**src/rtl/floatbus_pkg.sv**
```systemverilog
`timescale 1ns/1ps
package floatbus_pkg;

  typedef enum logic [1:0] {
    FB_DECAY  = 2'b00,
    FB_HOLD   = 2'b01,
    FB_FORCE0 = 2'b10,
    FB_FORCE1 = 2'b11
  } fb_mode_e;

endpackage

```
**src/rtl/floatbus_drive_decode.sv**
```systemverilog
`timescale 1ns/1ps
module floatbus_drive_decode #(
  parameter int DATA_W = 8
) (
  input  logic              is_write,
  input  logic [DATA_W-1:0] rd_mask,
  output logic [DATA_W-1:0] drive
);

  // A write cycle places every bit on the bus; a read only its masked bits.
  always_comb begin
    if (is_write) drive = '1;
    else          drive = rd_mask;
  end

endmodule

```
**src/rtl/floatbus_bit_cell.sv**
```systemverilog
`timescale 1ns/1ps
module floatbus_bit_cell #(
  parameter int unsigned DECAY_STROBES = 119_318,
  localparam int CNT_W = $clog2(DECAY_STROBES + 1)
) (
  input  logic clk,
  input  logic rst,
  input  logic stb,
  input  logic drive,
  input  logic din,
  input  logic freeze,
  output logic kept
);

  localparam logic [CNT_W-1:0] LOAD = CNT_W'(DECAY_STROBES);
  localparam logic [CNT_W-1:0] LAST = CNT_W'(1);

  logic [CNT_W-1:0] life;

  always_ff @(posedge clk) begin
    if (rst) begin
      kept <= 1'b0;
      life <= '0;
    end else if (stb) begin
      if (drive) begin
        kept <= din;
        life <= LOAD;
      end else if (!freeze && life != '0) begin
        life <= life - LAST;
        if (life == LAST) kept <= 1'b0;
      end
    end
  end

endmodule

```
**src/rtl/floatbus_fill_select.sv**
```systemverilog
`timescale 1ns/1ps
module floatbus_fill_select
  import floatbus_pkg::*;
#(
  parameter int DATA_W = 8
) (
  input  logic [1:0]        mode,
  input  logic [DATA_W-1:0] kept,
  output logic [DATA_W-1:0] fill,
  output logic              freeze
);

  fb_mode_e m;
  assign m = fb_mode_e'(mode);

  always_comb begin
    fill   = kept;
    freeze = 1'b0;
    case (m)
      FB_DECAY:  fill = kept;
      FB_HOLD: begin
        fill   = kept;
        freeze = 1'b1;
      end
      FB_FORCE0: fill = '0;
      FB_FORCE1: fill = '1;
      default:   fill = kept;
    endcase
  end

endmodule

```
**src/rtl/floatbus_keeper.sv**
```systemverilog
`timescale 1ns/1ps
module floatbus_keeper #(
  parameter int          DATA_W        = 8,
  parameter int unsigned DECAY_STROBES = 119_318
) (
  input  logic              clk,
  input  logic              rst,
  input  logic              cyc_stb,
  input  logic              cyc_write,
  input  logic [DATA_W-1:0] cyc_data,
  input  logic [DATA_W-1:0] cyc_mask,
  input  logic [1:0]        ovr_mode,
  output logic [DATA_W-1:0] rd_data
);

  logic [DATA_W-1:0] drive;
  logic [DATA_W-1:0] kept;
  logic [DATA_W-1:0] fill;
  logic              freeze;

  floatbus_drive_decode #(.DATA_W(DATA_W)) u_decode (
    .is_write (cyc_write),
    .rd_mask  (cyc_mask),
    .drive    (drive)
  );

  for (genvar b = 0; b < DATA_W; b++) begin : g_line
    floatbus_bit_cell #(.DECAY_STROBES(DECAY_STROBES)) u_cell (
      .clk    (clk),
      .rst    (rst),
      .stb    (cyc_stb),
      .drive  (drive[b]),
      .din    (cyc_data[b]),
      .freeze (freeze),
      .kept   (kept[b])
    );
  end

  floatbus_fill_select #(.DATA_W(DATA_W)) u_fill (
    .mode   (ovr_mode),
    .kept   (kept),
    .fill   (fill),
    .freeze (freeze)
  );

  assign rd_data = (cyc_data & drive) | (fill & ~drive);

endmodule

```
**config.mk**
```make
export PLATFORM = sky130hd
export DESIGN_NAME = floatbus_keeper
export DESIGN_NICKNAME = d
export VERILOG_FILES = /design/src/rtl/floatbus_pkg.sv /design/src/rtl/floatbus_drive_decode.sv /design/src/rtl/floatbus_bit_cell.sv /design/src/rtl/floatbus_fill_select.sv /design/src/rtl/floatbus_keeper.sv
export SDC_FILE = /design/constraint.sdc
export NUM_CORES = 1
export LEC_CHECK = 0
export ABC_AREA = 1
export BUFFER_PORTS_ARGS = -buffer_cell sky130_fd_sc_hd__buf_4
export CORE_MARGIN = 8
export CORE_UTILIZATION = 45
export DETAILED_ROUTE_END_ITERATION = 12
export PLACE_DENSITY_LB_ADDON = 0.08
export RECOVER_POWER = 50
export SKIP_LAST_GASP = 1
export SLEW_MARGIN = 10
export SYNTH_ARGS = -nofsm -noshare
export SYNTH_HDL_FRONTEND = slang
export SYNTH_SLANG_ARGS = --single-unit
```
**constraint.sdc**
```tcl
create_clock -name clk -period 1.9 [get_ports clk]
set_clock_uncertainty 0.15 [all_clocks]
set_input_delay 0.285 -clock clk [delete_from_list [all_inputs] [get_ports clk]]
set_output_delay 0.285 -clock clk [all_outputs]
set_load 0.02 [all_outputs]
```
==> reports/qor.csv, run 1 <==
stage;metric;value;unit
run_status;outcome;finished clean;
timing;slew_viol_final;0;
timing;fin_crit_sh;94.4;%
global_routing;grt_most_used_layer;met2;
detailed_routing;dr.pass1.iters;5;
cells_and_area;layout.nets;1659;
floorplan;die_w;162;um
global_routing;antenna_found_initial;0;
yosys;synth_area_leaders;dfxtp_1 30%, nand2_1 17%, nor2_1 11%, nand3_1 11%, a21oi_1 7.2%;
global_routing;grt_first_pass_wirelength;42800;um
timing;rsz0062_at_grt;no;
floorplan;io_pins;30;
detailed_routing;routed_wl;25000;um
worst_setup_path;cp_max_fo;4;
yosys;ys_ff_latch;144;
floorplan;die_h;162;um
global_routing;grt_pass1_vias;9063;
cells_and_area;antenna_cells;0;
timing;fin_crit;1790;ps
pwr;p_per_area;857;nW/um^2
pwr;power_frac_seq;36.9;%
worst_setup_path;slowest_delay;290;ps
cells_and_area;final_cell_count_no_fill;1909;
timing;fin_ws;106;ps
placement;dp.cells;1876;
placement;portBuffers;29;
timing;tns;0;ps
pwr;peakVddDrop;586;uV
yosys;yosysTopAreaCell;dfxtp_1;
yosys;synth_fp_nets;1596;
clock_network;insertion_delay;420;ps
timing;setup_viol;0;
detailed_routing;wl_per_cell;13.1;um
worst_setup_path;crit_required;1460;ps
placement;hpwl;17200;um
yosys;synth_cells;1558;
yosys;avgSynthCellArea;6.17;um^2
detailed_routing;viasPerCell;5.03;
pwr;p_sw_share;33.5;%
detailed_routing;drtAntennaViolNets;0;
global_routing;globalRouteTotalUtil;19.4;%
run;max_cap_viol_count;0;
placement;pre_cts_ws;80.2;ps
yosys;synth_top_area_share;30.0;%
timing;hold_violations;0;
worst_setup_path;crit_type;in2out;
yosys;yosysWarnings;0;
clock_network;cts_hold_buffers;0;
clock_network;cts_buffers;17;
clock_network;htree_levels;4;
clock_network;cts_root_buffer;clkbuf_16;
pwr;p_leak;0.00482;uW
placement;routabilityCongestion;0.849;
worst_setup_path;crit_arrival;1360;ps
global_routing;use_met2;32.2;%
floorplan;num_rows;53;
pwr;p_comb_share;27.2;%
timing;clock.fmax;557;MHz
worst_setup_path;path_buf_inv;3;
cells_and_area;layout-drive-gt1-share;12.7;%
global_routing;met3_usage;3.72;%
floorplan;core_area;21000;um^2
worst_setup_path;cp_slowest_cell;nor2_1;
clock_network;clk_pin_slew_worst_paths;60;ps
worst_setup_path;end_kind;primary output;
yosys;synthDistinctLibCells;30;
cells_and_area;fin_util;52.1;%
global_routing;overflow;0;
pwr;intPower;6250;uW
hold_path;min_path_type;in2reg;
pwr;pwr-share-clk;35.9;%
floorplan;initial_core_util;45.7;%
floorplan;die-area;26300;um^2
detailed_routing;initialDrtViolationCount;482;
yosys;ys_seq_area_share;30.0;%
global_routing;grt_max_degree;75;
worst_setup_path;crit_chain;buf_4 -> nor2_1 -> clkinv_1 -> o21ai_1 -> clkbuf_2;
detailed_routing;routed-via-count;9607;
detailed_routing;drcViolationCount;0;
timing;whs;78.0;ps
pwr;switchingPower;3150;uW
clock_network;clock-sinks;144;
worst_setup_path;crit_path_start_kind;primary input;
timing;worst-slew-pin-transition;526;ps
worst_setup_path;critical-path-top-delay-family;buffers and inverters;
clock_network;cts.path.max_buffers;2;
cells_and_area;syn_to_final_growth;14.0;%
timing;relSlewSlack;64.9;%
clock_network;cts_tree;done;
yosys;synth_area;9610;um^2
global_routing;use_met1;24.9;%
-- state kept, by name, summed over array words and instances (netlist names) --
name                count
g_line.u_cell.kept      8
g_line.u_cell.life    136
-- final timing paths --
check        cells after the start                   endpoint  slack [ps]                      start
min reg2reg                      2  g_line[7].u_cell.life[16]         310  g_line[7].u_cell.life[16]
max reg2reg                      9   g_line[3].u_cell.life[1]         140   g_line[3].u_cell.life[1]
max                              5                 rd_data[0]         110                  cyc_write
min                              5      g_line[7].u_cell.kept          80                cyc_data[7]
-- routing by layer --
metal | vias to the layer above | wire length, um
li1 | 5109 | -
met1 | 4341 | 12000
met2 | 137 | 11600
met3 | 20 | 1080
met4 | 0 | 330
met5 | - | 0
-- synth_stat cells --
cell        n
a21oi_1   138
a22oi_1     1
and3_1      2
buf_2      10
buf_4       6
buf_6      15
clkbuf_1   18
clkinv_1    5
dfxtp_1   144
ha_1       16
inv_1      98
inv_2       9
inv_4       1
nand2_1   424
nand2_2    15
nand2_4     9
nand3_1   207
nand3_2     8
nand3_4     1
nand3b_1   34
nor2_1    293
nor2_2     13
nor2_4     14
nor2_8      1
nor3_1      3
o21ai_0    21
o21ai_1     3
or2_2      15
xnor2_1    30
xor2_1      4
-- cells in the final DEF (no fill, tap or decap), drive strengths merged --
cell	netlist	final
clkinv	5	14
o21ai	24	24
nor3	3	3
ha	16	16
buf	31	86
dfxtp	144	144
nor2	321	321
inv	108	107
and3	2	2
nand2	448	448
clkbuf	18	27
xor2	4	4
bufinv	0	3
a21oi	138	138
nand3b	34	34
or2	15	15
nand3	216	216
clkinvlp	0	1
xnor2	30	30
a22oi	1	1
-- timing repair --
item                       4_1_cts  5_1_grt
setup buffers                    0        1
setup endpoints to repair        0       62
gates resized for setup          0       11
-- stage by stage --
| stage | total power (uW) | area [um^2] |
|---|---|---|
| 4_1_cts | 9480 | 10900 |
| 3_5_place_dp | 6070 | 10400 |
| 3_3_place_gp | 6040 | 10400 |
| 2_1_floorplan | 5460 | 9610 |
| 6_report | 9390 | 11000 |
| 5_1_grt | 10000 | 11000 |
-- kinds of logic after synthesis --
kind of cell	share of synthesized area, %
simple gates	48.4
xor+xnor	3.10
buf+inv	7.89
compound gates	8.51
flops	30.0
fa+ha+maj	2.08
-- power groups by stage --
stage | sequential (uW) | clock [uW] | combinational (uW)
after CTS | 3460 | 3460 | 2560
after detailed placement | 3530 | 0 | 2540
after global routing | 3500 | 3590 | 2920
final | 3470 | 3370 | 2550
after floorplan | 3470 | 0 | 1990
after global placement | 3530 | 0 | 2520
-- final cells by class --
cell class / count / area, um^2
flip-flops and latches: 144 / 2880
fillers: 2174 / 10100
clock inverters: 12 / 143
multi-input cells: 1252 / 6010
well taps: 275 / 344
inverters: 113 / 430
repair buffers: 93 / 714
clock buffers: 20 / 437
-- worst register-to-register path, delay by kind of cell (launching register included) --
kind	cells	cell delay (ps)
AOI/OAI and AO/OA	1	190
buffers and inverters	1	80
and+or+nand+nor	6	700
adders and majority gates	1	220
DFF	1	320
No activity file was read; power rests on OpenSTA's default activity.
==> inputs of run 2 (changes only) <==
Settings changed: CORE_UTILIZATION 45 to 25.
==> run 2 against run 1 <==
Register-to-register slack about the same; cell area increased by 4.7%; clock power decreased by 2%; cell count increased by 14%; first-iteration DRC count decreased by 3.1%; highest routed layer unchanged; utilization decreased by 22 points; wire length increased by 19%; clock-buffer cell count increased by 2; sequential share of layout area decreased by 1.2 points; worst setup slack improved by 14 ps; hold slack got worse by 26 ps; maximum frequency increased by 0.76%.
==> reports/qor.csv, run 2 (synthesis results as in run 1) <==
stage;metric;value;unit;change
cells_and_area;layout.nets;1690;;was 1659
timing;rsz0062_at_grt;yes;;was no
pwr;p_comb_share;28.6;%;was 27.2%
worst_setup_path;cp_max_fo;8;;was 4
floorplan;num_rows;72;;was 53
cells_and_area;layout_commonest_cell;nand2_1;;unchanged
placement;pre_cts_ws;10.9;ps;was 80.2 ps
detailed_routing;routed-via-count;9662;;was 9607
worst_setup_path;crit_chain;buf_4 -> nor2_1 -> buf_4 -> clkinv_1 -> o21ai_1 -> buf_4;;was buf_4 -> nor2_1 -> clkinv_1 -> o21ai_1 -> clkbuf_2
worst_setup_path;end_kind;primary output;;unchanged
cells_and_area;layout-drive-gt1-share;14.5;%;was 12.7%
global_routing;use_met2;22.4;%;was 32.2%
pwr;peakVddDrop;596;uV;was 586 uV
detailed_routing;viasPerCell;4.43;;was 5.03
pwr;intPower;6210;uW;was 6250 uW
timing;hold_violations;0;;unchanged
floorplan;io_pins;30;;unchanged
detailed_routing;drtAntennaViolNets;0;;unchanged
timing;relSlewSlack;67.4;%;was 64.9%
clock_network;cts_buffers;17;;unchanged
timing;fin_ws;119;ps;was 106 ps
cells_and_area;fin_util;30.0;%;was 52.1%
global_routing;antenna_found_initial;0;;unchanged
detailed_routing;initialDrtViolationCount;467;;was 482
hold_path;min_path_type;in2reg;;unchanged
clock_network;insertion_delay;440;ps;was 420 ps
global_routing;grt_first_pass_wirelength;49200;um;was 42800 um
detailed_routing;dr.pass1.iters;4;;was 5
clock_network;cts_root_buffer;clkbuf_16;;unchanged
worst_setup_path;path_buf_inv;4;;was 3
timing;slew_viol_final;0;;unchanged
timing;clock.fmax;562;MHz;was 557 MHz
floorplan;die_h;212;um;was 162 um
cells_and_area;largest_register_ff_count;136;;unchanged
timing;fin_crit_sh;93.7;%;was 94.4%
global_routing;met3_usage;2.74;%;was 3.72%
hold_path;hold_start;cyc_data[4];;was cyc_data[7]
pwr;p_leak;0.00497;uW;was 0.00482 uW
global_routing;overflow;0;;unchanged
cells_and_area;antenna_cells;0;;unchanged
worst_setup_path;cp_slowest_cell;o21ai_1;;was nor2_1
clock_network;cts_hold_buffers;0;;unchanged
worst_setup_path;slowest_delay;250;ps;was 290 ps
placement;portBuffers;29;;unchanged
detailed_routing;wl_per_cell;13.6;um;was 13.1 um
worst_setup_path;reg2reg_slack;130;ps;was 140 ps
worst_setup_path;crit_required;1460;ps;about the same
worst_setup_path;r2r-start;g_line[4].u_cell.life[0];;was g_line[3].u_cell.life[1]
worst_setup_path;reg2reg_depth;10;;was 9
detailed_routing;routed_wl;29700;um;was 25000 um
clock_network;clk_pin_slew_worst_paths;60;ps;about the same
global_routing;grt_max_degree;54;;was 75
timing;worst-slew-pin-transition;488;ps;was 526 ps
clock_network;htree_levels;4;;unchanged
timing;setup_viol;0;;unchanged
cells_and_area;reg_top3;g_line.u_cell.life: 136 flops, g_line.u_cell.kept: 8 flops;;unchanged
cells_and_area;syn_to_final_growth;19.4;%;was 14.0%
clock_network;cts.path.max_buffers;2;;unchanged
floorplan;die-area;45000;um^2;was 26300 um^2
global_routing;grt_pass1_vias;9377;;was 9063
worst_setup_path;crit_path_start_kind;primary input;;unchanged
placement;hpwl;21400;um;was 17200 um
pwr;p_per_area;824;nW/um^2;was 857 nW/um^2
clock_network;clock-sinks;144;;unchanged
global_routing;grt_most_used_layer;met2;;unchanged
floorplan;core_area;38300;um^2;was 21000 um^2
pwr;pwr-share-clk;34.7;%;was 35.9%
cells_and_area;top_register;g_line.u_cell.life;;unchanged
worst_setup_path;crit_arrival;1350;ps;was 1360 ps
pwr;p_sw_share;34.3;%;was 33.5%
run_status;outcome;finished clean;;unchanged
detailed_routing;drcViolationCount;0;;unchanged
worst_setup_path;cp_common_cell;buf_4;;
run;max_cap_viol_count;0;;unchanged
worst_setup_path;critical-path-top-delay-family;buffers and inverters;;unchanged
timing;fin_crit;1780;ps;was 1790 ps
worst_setup_path;crit_type;in2out;;unchanged
floorplan;initial_core_util;25.1;%;was 45.7%
floorplan;die_w;212;um;was 162 um
clock_network;cts_tree;done;;unchanged
global_routing;use_met1;18.0;%;was 24.9%
global_routing;globalRouteTotalUtil;13.6;%;was 19.4%
pwr;switchingPower;3250;uW;was 3150 uW
worst_setup_path;rr_endpoint;g_line[4].u_cell.kept;;was g_line[3].u_cell.life[1]
hold_path;holdPathStages;5;;unchanged
cells_and_area;layout_common_cells;425 x nand2_1, 291 x nor2_1, 207 x nand3_1, 144 x dfxtp_1, 138 x a21oi_1;;was 426 x nand2_1, 292 x nor2_1, 207 x nand3_1, 144 x dfxtp_1, 138 x a21oi_1
pwr;power_frac_seq;36.6;%;was 36.9%
placement;routabilityCongestion;0.791;;was 0.849
hold_path;worstHoldEndpoint;g_line[4].u_cell.kept;;was g_line[7].u_cell.kept
==> run 2: per-stage QoR <==
stage / total power [uW] / TNS, ps / cells / area [um^2] / hold slack [ps]
floorplan: 5460 / 0 / 1558 / 9610 / 289
global placement: 6260 / 0 / 2150 / 10900 / 301
detailed placement: 6260 / 0 / 2150 / 10900 / 304
CTS: 9650 / 0 / 2180 / 11400 / 23.5
global route: 10200 / -28.0 / 2181 / 11500 / 57.2
finish: 9460 / 0 / 2181 / 11500 / 51.8
==> run 2: power by group through the flow <==
stage	logic, uW	registers, uW	clock network (uW)
final	2710	3460	3290
after global routing	3100	3500	3570
after CTS	2740	3460	3450
after detailed placement	2730	3530	0
after global placement	2730	3530	0
after floorplan	1990	3470	0
==> run 2: what timing repair did <==
action / in CTS / in global routing
setup buffers: 0 / 1
gates resized for setup: 0 / 11
endpoints found under the setup margin: 0 / 42
==> run 2: how the worst max path moves through the flow <==
| stage | endpoint | cells past startpoint | startpoint | slack, ps |
|---|---|---|---|---|
| after floorplan | rd_data[7] | 4 | cyc_write | 40 |
| after global placement | g_line[1].u_cell.life[0] | 7 | cyc_stb | 40 |
| after detailed placement | g_line[1].u_cell.life[0] | 7 | cyc_stb | 10 |
| after CTS | rd_data[4] | 5 | cyc_write | 40 |
| after global routing | g_line[2].u_cell.life[11] | 9 | g_line[2].u_cell.life[1] | -10 |
| final | rd_data[0] | 6 | cyc_write | 120 |
==> run 2: layout make-up <==
class	count	area (um^2)
Timing Repair Buffer	124	981
Multi-Input combinational cell	1252	5990
Inverter	113	427
Fill cell	4362	26800
Sequential cell	144	2880
Tap cell	518	648
Clock inverter	8	90.1
Clock buffer	22	454
==> run 2: per-layer routing <==
metal / wire length, um / part of all wire [%]
met1: 15000 / 50
met2: 13600 / 46
met3: 863 / 2.9
met4: 301 / 1.0
met5: 0 / 0
==> run 2: tightest hold or removal path, cell delays in order <==
cell     delay [ps]
buf_4            80
nand2_1          60
nand3_2          70
nand2_1          40
nor2_1           70
==> inputs of run 3 (changes only) <==
Settings changed: SETUP_SLACK_MARGIN set to 0.3.
==> run 3 against run 2 <==
Via count rose by 8.2%; combinational power rose by 48%; die area did not move; clock power rose by 3%; hold slack improved by 10 ps; maximum frequency rose by 3.2%; wire length rose by 12%; non-clock buffer count rose by 79; cell count rose by 4.2%; worst setup slack improved by 54 ps; critical path type is now reg2reg; highest routed layer unchanged.
==> reports/qor.csv, run 3 (synthesis results as in run 1) <==
stage;metric;value;unit;change
pwr;power;10900;uW;was 9460 uW
clock_network;cts.path.max_buffers;2;;unchanged
floorplan;num_rows;72;;unchanged
worst_setup_path;crit_required;2070;ps;was 1460 ps
floorplan;die-area;45000;um^2;unchanged
placement;routabilityCongestion;0.785;;was 0.791
timing;relSlewSlack;52.5;%;was 67.4%
global_routing;globalRouteTotalUtil;14.1;%;was 13.6%
worst_setup_path;slowest_delay;340;ps;was 250 ps
clock_network;cts_tree;done;;unchanged
clock_network;cts_hold_buffers;0;;unchanged
placement;pre_cts_ws;104;ps;was 10.9 ps
cells_and_area;layout-drive-gt1-share;47.1;%;was 14.5%
cells_and_area;syn_to_final_growth;54.8;%;was 19.4%
worst_setup_path;cp_max_fo;6;;was 8
worst_setup_path;path_buf_inv;2;;was 4
detailed_routing;wl_per_cell;14.6;um;was 13.6 um
timing;rsz0062_at_grt;yes;;unchanged
clock_network;insertion_delay;430;ps;was 440 ps
cells_and_area;top_register;g_line.u_cell.life;;unchanged
cells_and_area;fin_util;38.9;%;was 30.0%
clock_network;cts_root_buffer;clkbuf_16;;unchanged
clock_network;cts_buffers;17;;unchanged
placement;hpwl;21500;um;was 21400 um
hold_path;min_path_type;in2reg;;unchanged
floorplan;initial_core_util;25.1;%;unchanged
pwr;switchingPower;3960;uW;was 3250 uW
pwr;p_per_area;736;nW/um^2;was 824 nW/um^2
floorplan;io_pins;30;;unchanged
worst_setup_path;reg2reg_slack;170;ps;was 130 ps
pwr;peakVddDrop;589;uV;was 596 uV
detailed_routing;drtAntennaViolNets;0;;unchanged
cells_and_area;layout.nets;1782;;was 1690
pwr;intPower;6990;uW;was 6210 uW
cells_and_area;antenna_cells;0;;unchanged
worst_setup_path;crit_chain;inv_2 -> ha_4 -> nand2_4 -> nor2_8 -> nand3_4 -> nand2_1 -> nand2_4 -> clkbuf_16 -> o21ai_2 -> nor2_1;;was buf_4 -> nor2_1 -> buf_4 -> clkinv_1 -> o21ai_1 -> buf_4
timing;whs;61.9;ps;was 51.8 ps
floorplan;core_area;38300;um^2;unchanged
worst_setup_path;reg2reg_depth;10;;unchanged
timing;fin_crit;1730;ps;was 1780 ps
timing;clock.fmax;579;MHz;was 562 MHz
run;max_cap_viol_count;0;;unchanged
worst_setup_path;crit_type;reg2reg;;was in2out
timing;fin_crit_sh;90.8;%;was 93.7%
floorplan;die_w;212;um;unchanged
timing;worst-slew-pin-transition;712;ps;was 488 ps
floorplan;die_h;212;um;unchanged
cells_and_area;largest_register_ff_count;136;;unchanged
pwr;pwr-share-clk;30.9;%;was 34.7%
worst_setup_path;crit_arrival;1890;ps;was 1350 ps
worst_setup_path;r2r-start;g_line[4].u_cell.life[1];;was g_line[4].u_cell.life[0]
cells_and_area;layout_common_cells;340 x nand2_1, 188 x nor2_1, 153 x buf_4, 135 x nand3_1, 96 x a21oi_2;;was 425 x nand2_1, 291 x nor2_1, 207 x nand3_1, 144 x dfxtp_1, 138 x a21oi_1
global_routing;grt_max_degree;97;;was 54
clock_network;clk_pin_slew_worst_paths;60;ps;about the same
run_status;outcome;finished clean;;unchanged
cells_and_area;fillers;4060;;was 4362
pwr;p_comb_share;36.6;%;was 28.6%
clock_network;htree_levels;4;;unchanged
timing;setup_viol;0;;unchanged
placement;portBuffers;29;;unchanged
detailed_routing;routed_wl;33200;um;was 29700 um
detailed_routing;drcViolationCount;0;;unchanged
global_routing;overflow;0;;unchanged
global_routing;antenna_found_initial;0;;unchanged
detailed_routing;viasPerCell;4.60;;was 4.43
global_routing;grt_pass1_vias;9626;;was 9377
worst_setup_path;cp_common_cell;nand2_4;;was buf_4
detailed_routing;initialDrtViolationCount;519;;was 467
pwr;p_leak;0.00600;uW;was 0.00497 uW
pwr;p_sw_share;36.2;%;was 34.3%
pwr;power_frac_seq;32.6;%;was 36.6%
hold_path;holdPathStages;5;;unchanged
global_routing;grt_first_pass_wirelength;50700;um;was 49200 um
worst_setup_path;end_kind;flop;;was primary output
cells_and_area;reg_top3;g_line.u_cell.life: 136 flops, g_line.u_cell.kept: 8 flops;;unchanged
timing;slew_viol_final;0;;unchanged
detailed_routing;routed-via-count;10500;;was 9662
timing;hold_violations;0;;unchanged
worst_setup_path;critical-path-top-delay-family;simple AND/OR/NAND/NOR gates;;was buffers and inverters
hold_path;hold_start;cyc_data[1];;was cyc_data[4]
hold_path;worstHoldEndpoint;g_line[1].u_cell.kept;;was g_line[4].u_cell.kept
timing;tns;0;ps;unchanged
worst_setup_path;crit_path_start_kind;flop;;was primary input
detailed_routing;dr.pass1.iters;5;;was 4
clock_network;clock-sinks;144;;unchanged
cells_and_area;layout_commonest_cell;nand2_1;;unchanged
worst_setup_path;rr_endpoint;g_line[4].u_cell.life[0];;was g_line[4].u_cell.kept
worst_setup_path;cp_slowest_cell;dfxtp_1;;was o21ai_1
timing;fin_ws;174;ps;was 119 ps
-- run 3: changes by cell type in the layout (fill, tap and decap cells not counted), moves of 46 or more --
cell and change:
a21oi_1 -97, a21oi_2 +96, dfxtp_1 -82, dfxtp_2 +73
nand2_1 -85, nand3_1 -72, nand3_2 +59, nor2_1 -103
nor2_2 +57, nor2_4 +46
-- run 3: final cells by class --
| class | instances | area, um^2 | share of cell area (%) |
|---|---|---|---|
| multi-input combinational | 1265 | 8270 | 55.5 |
| sequential | 144 | 3010 | 20.2 |
| timing repair buffer | 203 | 1950 | 13.1 |
| tap | 518 | 648 | 4.36 |
| clock buffer | 23 | 478 | 3.21 |
| inverter | 113 | 450 | 3.03 |
| clock inverter | 7 | 85.1 | 0.572 |
-- run 3: worst max path at each step --
stage | end | from | depth (start not counted)
CTS | rd_data[7] | g_line[7].u_cell.kept | 4
floorplan | g_line[4].u_cell.kept | g_line[4].u_cell.life[0] | 10
global placement | g_line[3].u_cell.life[1] | cyc_write | 8
detailed placement | g_line[3].u_cell.life[0] | cyc_write | 8
finish | g_line[4].u_cell.life[0] | g_line[4].u_cell.life[1] | 10
global route | g_line[4].u_cell.life[0] | g_line[4].u_cell.life[1] | 10
-- run 3: per-stage QoR --
| stage | cells | area [um^2] |
|---|---|---|
| global placement | 2150 | 11100 |
| floorplan | 1558 | 9740 |
| finish | 2273 | 14900 |
| CTS | 2213 | 12300 |
| detailed placement | 2150 | 11100 |
| global route | 2273 | 14900 |
-- run 3: power groups by stage --
stage / clock network [uW] / logic (uW) / registers [uW]
after floorplan: 0 / 2030 / 3480
after global placement: 0 / 2780 / 3530
after detailed placement: 0 / 2780 / 3530
after CTS: 3550 / 3090 / 3490
after global routing: 3650 / 4410 / 3600
final: 3380 / 4000 / 3560
-- run 3: tightest hold or removal path: cells and delay by family --
kind | cells | cell delay [ps]
buf+inv | 1 | 80
simple gates | 4 | 250
-- run 3: per-layer routing --
layer	wire length, um	part of all wire (%)	global-route usage (%)
met4	298	0.90	3.40
met3	728	2.2	2.92
met5	0	0	0
met1	16200	49	18.4
met2	16000	48	23.5
-- run 3: repair_timing --
action                     in CTS  in global routing
gates cloned                    7                 12
pin swaps                      41                193
setup buffers                  26                 48
resized for setup             128                571
setup endpoints to repair     145                146
hold endpoints to repair        0                  0
